==> src/rtl/movor_pkg.sv <==
package movor_pkg;
  localparam int XLEN = 32;
  localparam int HW   = 16;
  localparam int RIDX = 5;
  localparam int OPW  = 6;
  localparam int IMM5 = 5;

  localparam logic [OPW-1:0] OPC_MOVR  = 6'b000000;
  localparam logic [OPW-1:0] OPC_NOT   = 6'b000001;
  localparam logic [OPW-1:0] OPC_MULR  = 6'b000111;
  localparam logic [OPW-1:0] OPC_OR    = 6'b001000;
  localparam logic [OPW-1:0] OPC_MOVI  = 6'b010000;
  localparam logic [OPW-1:0] OPC_MULI5 = 6'b010111;
  localparam logic [OPW-1:0] OPC_MOVEA = 6'b110001;
  localparam logic [OPW-1:0] OPC_MOVHI = 6'b110010;
  localparam logic [OPW-1:0] OPC_ORI   = 6'b110100;
  localparam logic [OPW-1:0] OPC_MULI  = 6'b110111;

  typedef enum logic [3:0] {
    K_NONE, K_NOP, K_MOVR, K_MOVI, K_NOT, K_OR, K_MOVEA,
    K_MOVHI, K_ORI, K_MULR, K_MULI5, K_MULI16
  } kind_e;

  function automatic logic [XLEN-1:0] sx5(input logic [IMM5-1:0] v);
    return {{(XLEN-IMM5){v[IMM5-1]}}, v};
  endfunction

  function automatic logic [XLEN-1:0] sx16(input logic [HW-1:0] v);
    return {{(XLEN-HW){v[HW-1]}}, v};
  endfunction

  function automatic logic [XLEN-1:0] smul16(input logic [HW-1:0] a,
                                             input logic [HW-1:0] b);
    logic signed [XLEN-1:0] pa, pb;
    pa = signed'(sx16(a));
    pb = signed'(sx16(b));
    return XLEN'(pa * pb);
  endfunction

  function automatic logic is_mul(input kind_e k);
    return (k == K_MULR) || (k == K_MULI5) || (k == K_MULI16);
  endfunction
endpackage

==> src/rtl/movor_decode.sv <==
module movor_decode
  import movor_pkg::*;
(
  input  logic [HW-1:0]   hw0,
  output kind_e           kind,
  output logic [RIDX-1:0] dst,
  output logic [RIDX-1:0] fld_a,
  output logic            long_enc
);
  logic [OPW-1:0] opc;
  assign opc   = hw0[10:5];
  assign dst   = hw0[15:11];
  assign fld_a = hw0[4:0];

  always_comb begin
    kind = K_NONE;
    if (hw0 == '0) kind = K_NOP;
    else begin
      unique case (opc)
        OPC_MOVR:  kind = K_MOVR;
        OPC_NOT:   kind = K_NOT;
        OPC_MULR:  kind = K_MULR;
        OPC_OR:    kind = K_OR;
        OPC_MOVI:  kind = K_MOVI;
        OPC_MULI5: kind = K_MULI5;
        OPC_MOVEA: kind = K_MOVEA;
        OPC_MOVHI: kind = K_MOVHI;
        OPC_ORI:   kind = K_ORI;
        OPC_MULI:  kind = K_MULI16;
        default:   kind = K_NONE;
      endcase
    end
  end

  assign long_enc = (kind == K_MOVEA) || (kind == K_MOVHI) ||
                    (kind == K_ORI)   || (kind == K_MULI16);
endmodule

==> src/rtl/movor_alu.sv <==
module movor_alu
  import movor_pkg::*;
(
  input  kind_e           kind,
  input  logic [RIDX-1:0] fld_a,
  input  logic [HW-1:0]   imm16,
  input  logic [XLEN-1:0] va,
  input  logic [XLEN-1:0] vb,
  output logic [XLEN-1:0] result,
  output logic            logic_op
);
  always_comb begin
    result   = '0;
    logic_op = 1'b0;
    case (kind)
      K_MOVR:  result = va;
      K_MOVI:  result = sx5(fld_a);
      K_MOVEA: result = va + sx16(imm16);
      K_MOVHI: result = va + {imm16, {(XLEN-HW){1'b0}}};
      K_NOT:   begin result = ~va;                              logic_op = 1'b1; end
      K_OR:    begin result = vb | va;                          logic_op = 1'b1; end
      K_ORI:   begin result = vb | {{(XLEN-HW){1'b0}}, imm16};  logic_op = 1'b1; end
      default: result = '0;
    endcase
  end
endmodule

==> src/rtl/movor_mul.sv <==
module movor_mul
  import movor_pkg::*;
(
  input  logic            clk,
  input  logic            rst_n,
  input  logic            start,
  input  kind_e           kind,
  input  logic [RIDX-1:0] fld_a,
  input  logic [HW-1:0]   imm16,
  input  logic [XLEN-1:0] va,
  input  logic [XLEN-1:0] vb,
  input  logic [RIDX-1:0] dst_in,
  output logic            pend,
  output logic [RIDX-1:0] dst_q,
  output logic [XLEN-1:0] product
);
  logic [HW-1:0] opx, opy, x_q, y_q;

  always_comb begin
    opx = vb[HW-1:0];
    opy = va[HW-1:0];
    case (kind)
      K_MULI5:  opy = sx5(fld_a)[HW-1:0];
      K_MULI16: begin opx = va[HW-1:0]; opy = imm16; end
      default:  ;
    endcase
  end

  always_ff @(posedge clk or negedge rst_n) begin
    if (!rst_n) begin
      pend  <= 1'b0;
      x_q   <= '0;
      y_q   <= '0;
      dst_q <= '0;
    end else begin
      pend <= start;
      if (start) begin
        x_q   <= opx;
        y_q   <= opy;
        dst_q <= dst_in;
      end
    end
  end

  assign product = smul16(x_q, y_q);
endmodule

==> src/rtl/movor_mul_unit.sv <==
module movor_mul_unit
  import movor_pkg::*;
(
  input  logic            clk,
  input  logic            rst_n,
  input  logic            in_valid,
  input  logic [15:0]     insn_hw0,
  input  logic [15:0]     insn_hw1,
  input  logic [31:0]     src_a,
  input  logic [31:0]     src_b,
  output logic            is_long,
  output logic            busy,
  output logic            res_valid,
  output logic            res_wr,
  output logic [4:0]      res_idx,
  output logic [31:0]     res_data,
  output logic            flag_we,
  output logic            flag_s,
  output logic            flag_z,
  output logic            flag_ov
);
  kind_e           kind;
  logic [RIDX-1:0] dst, fld_a;
  logic            long_enc, logic_op, pend;
  logic [XLEN-1:0] alu_res, product;
  logic [RIDX-1:0] mul_dst;
  logic            issue, mul_fire, single_fire;

  movor_decode u_dec (.hw0(insn_hw0), .kind(kind), .dst(dst),
                      .fld_a(fld_a), .long_enc(long_enc));

  movor_alu u_alu (.kind(kind), .fld_a(fld_a), .imm16(insn_hw1),
                   .va(src_a), .vb(src_b), .result(alu_res),
                   .logic_op(logic_op));

  assign issue       = in_valid && !pend;
  assign mul_fire    = issue && is_mul(kind);
  assign single_fire = issue && !is_mul(kind) && (kind != K_NONE);

  movor_mul u_mul (.clk(clk), .rst_n(rst_n), .start(mul_fire), .kind(kind),
                   .fld_a(fld_a), .imm16(insn_hw1), .va(src_a), .vb(src_b),
                   .dst_in(dst), .pend(pend), .dst_q(mul_dst),
                   .product(product));

  assign is_long = in_valid && long_enc;
  assign busy    = pend;

  always_ff @(posedge clk or negedge rst_n) begin
    if (!rst_n) begin
      res_valid <= 1'b0;
      res_wr    <= 1'b0;
      res_idx   <= '0;
      res_data  <= '0;
      flag_we   <= 1'b0;
      flag_s    <= 1'b0;
      flag_z    <= 1'b0;
      flag_ov   <= 1'b0;
    end else if (pend) begin
      res_valid <= 1'b1;
      res_wr    <= (mul_dst != '0);
      res_idx   <= mul_dst;
      res_data  <= product;
      flag_we   <= 1'b0;
    end else if (single_fire) begin
      res_valid <= 1'b1;
      res_wr    <= (kind != K_NOP) && (dst != '0);
      res_idx   <= dst;
      res_data  <= alu_res;
      flag_we   <= logic_op;
      if (logic_op) begin
        flag_s  <= alu_res[XLEN-1];
        flag_z  <= (alu_res == '0);
        flag_ov <= 1'b0;
      end
    end else begin
      res_valid <= 1'b0;
      res_wr    <= 1'b0;
      flag_we   <= 1'b0;
      if (in_valid) res_idx <= dst;
    end
  end
endmodule

==> config.mk <==
export PLATFORM = sky130hd
export DESIGN_NAME = movor_mul_unit
export DESIGN_NICKNAME = d
export VERILOG_FILES = /design/src/rtl/movor_pkg.sv /design/src/rtl/movor_decode.sv /design/src/rtl/movor_alu.sv /design/src/rtl/movor_mul.sv /design/src/rtl/movor_mul_unit.sv
export SDC_FILE = /design/constraint.sdc
export NUM_CORES = 1
export LEC_CHECK = 0
export ABC_CLOCK_PERIOD_IN_PS = 8200
export BUFFER_PORTS_ARGS = -buffer_cell sky130_fd_sc_hd__buf_2
export CORE_UTILIZATION = 37
export CTS_CLUSTER_DIAMETER = 30
export CTS_CLUSTER_SIZE = 25
export DETAILED_ROUTE_END_ITERATION = 8
export GPL_TIMING_DRIVEN = 0
export PLACE_DENSITY_LB_ADDON = 0.25
export REMOVE_ABC_BUFFERS = 1
export SLEW_MARGIN = 20
export SYNTH_ARGS = -nofsm -noshare
export SYNTH_HDL_FRONTEND = slang
export SYNTH_SLANG_ARGS = --single-unit
==> constraint.sdc <==
create_clock -name clk -period 8.2 [get_ports clk]
set_input_delay 2.46 -clock clk [delete_from_list [all_inputs] [get_ports clk]]
set_output_delay 2.46 -clock clk [all_outputs]
set_load 0.05 [all_outputs]
==> results.md <==
- Synth Area in Adders: 39.5%
- Vias per cell: 5.56
- Data arrival, critical path: 7340 ps
- Fmax: 0.140 GHz
- Cell Rows: 79
- Number of max-cap violations: 0
- Largest net degree at the start of global routing: 57
- Syn Std Cell Area: 17400 um2
- Synth top area share: 30.3%
- Final setup fails: 0
- Post-Route WL: 55.0 mm
- First-pass GRT wire length: 87.3 mm
- Period utilization: 87.4%
- Register area share after synthesis: 11.5%
- Synthesis-stage register bit count: 80
- RSZ-0062 raised after global routing: no
- Final Max Tran Viols: 0
- Initial Util: 37.4%
- Via count of the first global-routing pass: 15499
- Grt met2 use: 37.8%
- Post-CTS Hold Fix Bufs: 0
- Routability cong.: 0.917
- DIE AREA: 48000 um2
- CTS H-Tree Depth: 3
- Post-synth EDFFs: 0
- Synth Area per Inst: 8.44 um2
- I/O Pins: 144
- CP Max Fanout: 17
- Initial antenna violation count: 7
- Setup repair bufs after CTS: 0
- Syn-to-layout area delta: 8.90%
- Total core area: 46600 um2
- Main combinational cell family by area after synthesis: adder cells
- CTS Root Cell: clkbuf_16
- Synth async-reset ratio: 100%
- Worst-path clk slew: 60 ps
- Worst min path class: flip-flop to flip-flop
- GR Overflow Total: 0
- Final min period: 7160 ps
- First-iteration detailed-routing DRC count: 1147
- Critical path launch point type: flip-flop
- DIE WIDTH: 219 um
- Finished Core Util: 40.8%
- Cell variety after synth: 79
- Mux share of post-synthesis cell area: 2.60%
- Worst slew margin: 18.1%
- Nets@finish: 2627
- Dpl cell area: 18700 um2
- DRC violation count after routing: 0
- Routed WL per cell: 20.0 um
- Simple-gate share of the synthesized area: 19.1%
- PostCTS Resize Cnt: 0
- Hold slack final: 473 ps
- Main synth FF type: dfrtp_1
- Cells after Synth: 2066
- DP Wirelength: 44.4 mm
- Xor and xnor fraction of the mapped netlist area: 2.76%
- Kind of end point of the critical path: flip-flop
- Tot GR Track Use: 23.6%
- Met3 usage: 3.44%
- Commonest cells post-synth: inv_1 (294), fa_1 (264), nand2_1 (232), o21ai_0 (131)
- Status: complete, no violations
- Remaining antenna violation count: 0
- Port-buffer cells: 142
- CTS tree: yes
- Most Crowded Layer GR: met2
- Yosys top cell by area: fa_1
- Setup TNS: 0 ps
- Worst slew pin tran: 1220 ps
- Ratio of cells with drive above 1 in the final layout: 9.48%
- Clk buf depth: 2
- Final Cell Area: 19000 um2
- Reg2Reg Setup Slack: 1040 ps
- TritonCTS Buffers: 9
- Number of synthesis warnings: 0
- CTS sink count: 80
- Die Y: 219 um
- Count leader, synth: inv_1
- Crit Path Class: flip-flop to flip-flop
- Total vias in the final route: 15304
- Skew-Pair Late Insertion Delay: 340 ps
- Ranking of synthesized cells by area: fa_1 (30%), dfrtp_1 (11%), ha_1 (9.2%), inv_1 (6.3%), nand2_1 (5.0%)
- Worst endpoint required time: 8380 ps
- Final Hold Violating Endpoints: 0
- Grt met1 use: 33.3%
- Skew final: 8.98 ps
- Compound-Gate Fraction of Synth Area: 16.1%
- Drt first pass iters: 5
stage by stage:
| stage | setup WS, ps | cells |
|---|---|---|
| after floorplan | -5.90 | 1972 |
| final | 1040 | 2753 |
| after detailed placement | 1090 | 2732 |
| after CTS | 1070 | 2748 |
| after global placement | -6130 | 2721 |
| after global routing | 674 | 2749 |
state kept, by name, summed over array words and instances (netlist names):
signal / count
flag_s: 1
flag_we: 1
flag_z: 1
res_data: 32
res_idx: 5
res_valid: 1
res_wr: 1
u_mul.dst_q: 5
u_mul.pend: 1
u_mul.x_q: 16
u_mul.y_q: 16
area by class of cell:
cell class | count | area (um2)
fill | 4742 | 27600
multi-input combinational | 1597 | 14000
sequential | 80 | 2000
inverter | 295 | 1110
timing repair buffer | 153 | 842
tap | 607 | 759
clock buffer | 11 | 233
clock inverter | 5 | 31.3
antenna | 5 | 12.5
cell families (layout without fill, tap and decap cells):
family / after synthesis / after routing
XOR/XNOR: 55 / 55
AO/OA/AOI/OAI: 443 / 443
multiplexers: 45 / 45
adder cells (fa/ha/maj): 392 / 392
AND/OR/NAND/NOR: 661 / 661
other: 1 / 6
flip-flops: 80 / 80
buffers and inverters: 389 / 464
critical path: stages, from the launching register on:
cell       delay [ps]
dfrtp_1           920
nand2_1           180
fa_1              550
fa_1              460
fa_1              540
inv_1              50
fa_1              540
fa_1              510
inv_1              50
fa_1              480
inv_1              40
ha_1              370
a21o_1            130
a21oi_1            70
nor3b_1           150
a21oi_1           490
nand3_1           200
a211o_1           360
o21ai_0           350
a2111oi_0         170
a41oi_1           200
o221ai_1          140
path summary, 6_finish.rpt:
check / end / cells after the start / start
max: res_data[31]$_DFFE_PN0P_ / 21 / u_mul.x_q[10]$_DFFE_PN0P_
min: res_data[5]$_DFFE_PN0P_ / 1 / res_data[5]$_DFFE_PN0P_
max reg2reg: res_data[31]$_DFFE_PN0P_ / 21 / u_mul.x_q[10]$_DFFE_PN0P_
min reg2reg: res_data[5]$_DFFE_PN0P_ / 1 / res_data[5]$_DFFE_PN0P_
max in group asynchronous: u_mul.x_q[12]$_DFFE_PN0P_ / 2 / rst_n
min in group asynchronous: res_idx[3]$_DFFE_PN0P_ / 1 / rst_n
placed cells by master, fill, tap and decap left out, drive strengths merged, types with 10 or more instances in the layout:
master,count
or4,10
a31oi,12
dfrtp,80
o21ai,134
a21oi,121
nand4,15
a211oi,20
fa,264
nor3,24
buf,153
ha,128
inv,295
xnor2,37
clkbuf,11
a221oi,19
mux2i,43
xor2,18
nand3,28
nand2b,19
nand2,232
a21o,22
nor2,113
a22oi,16
and2,129
o211ai,15
and3,24
routing by layer:
layer  up-vias  share of wire (%)
met5         -              0.045
li1       7044                  -
met3        71                6.7
met2       492                 45
met1      7693                 46
met4         4                2.1
Power is not shown: default switching activity piles up to over one toggle a cycle in this logic, so the estimate is an artifact.
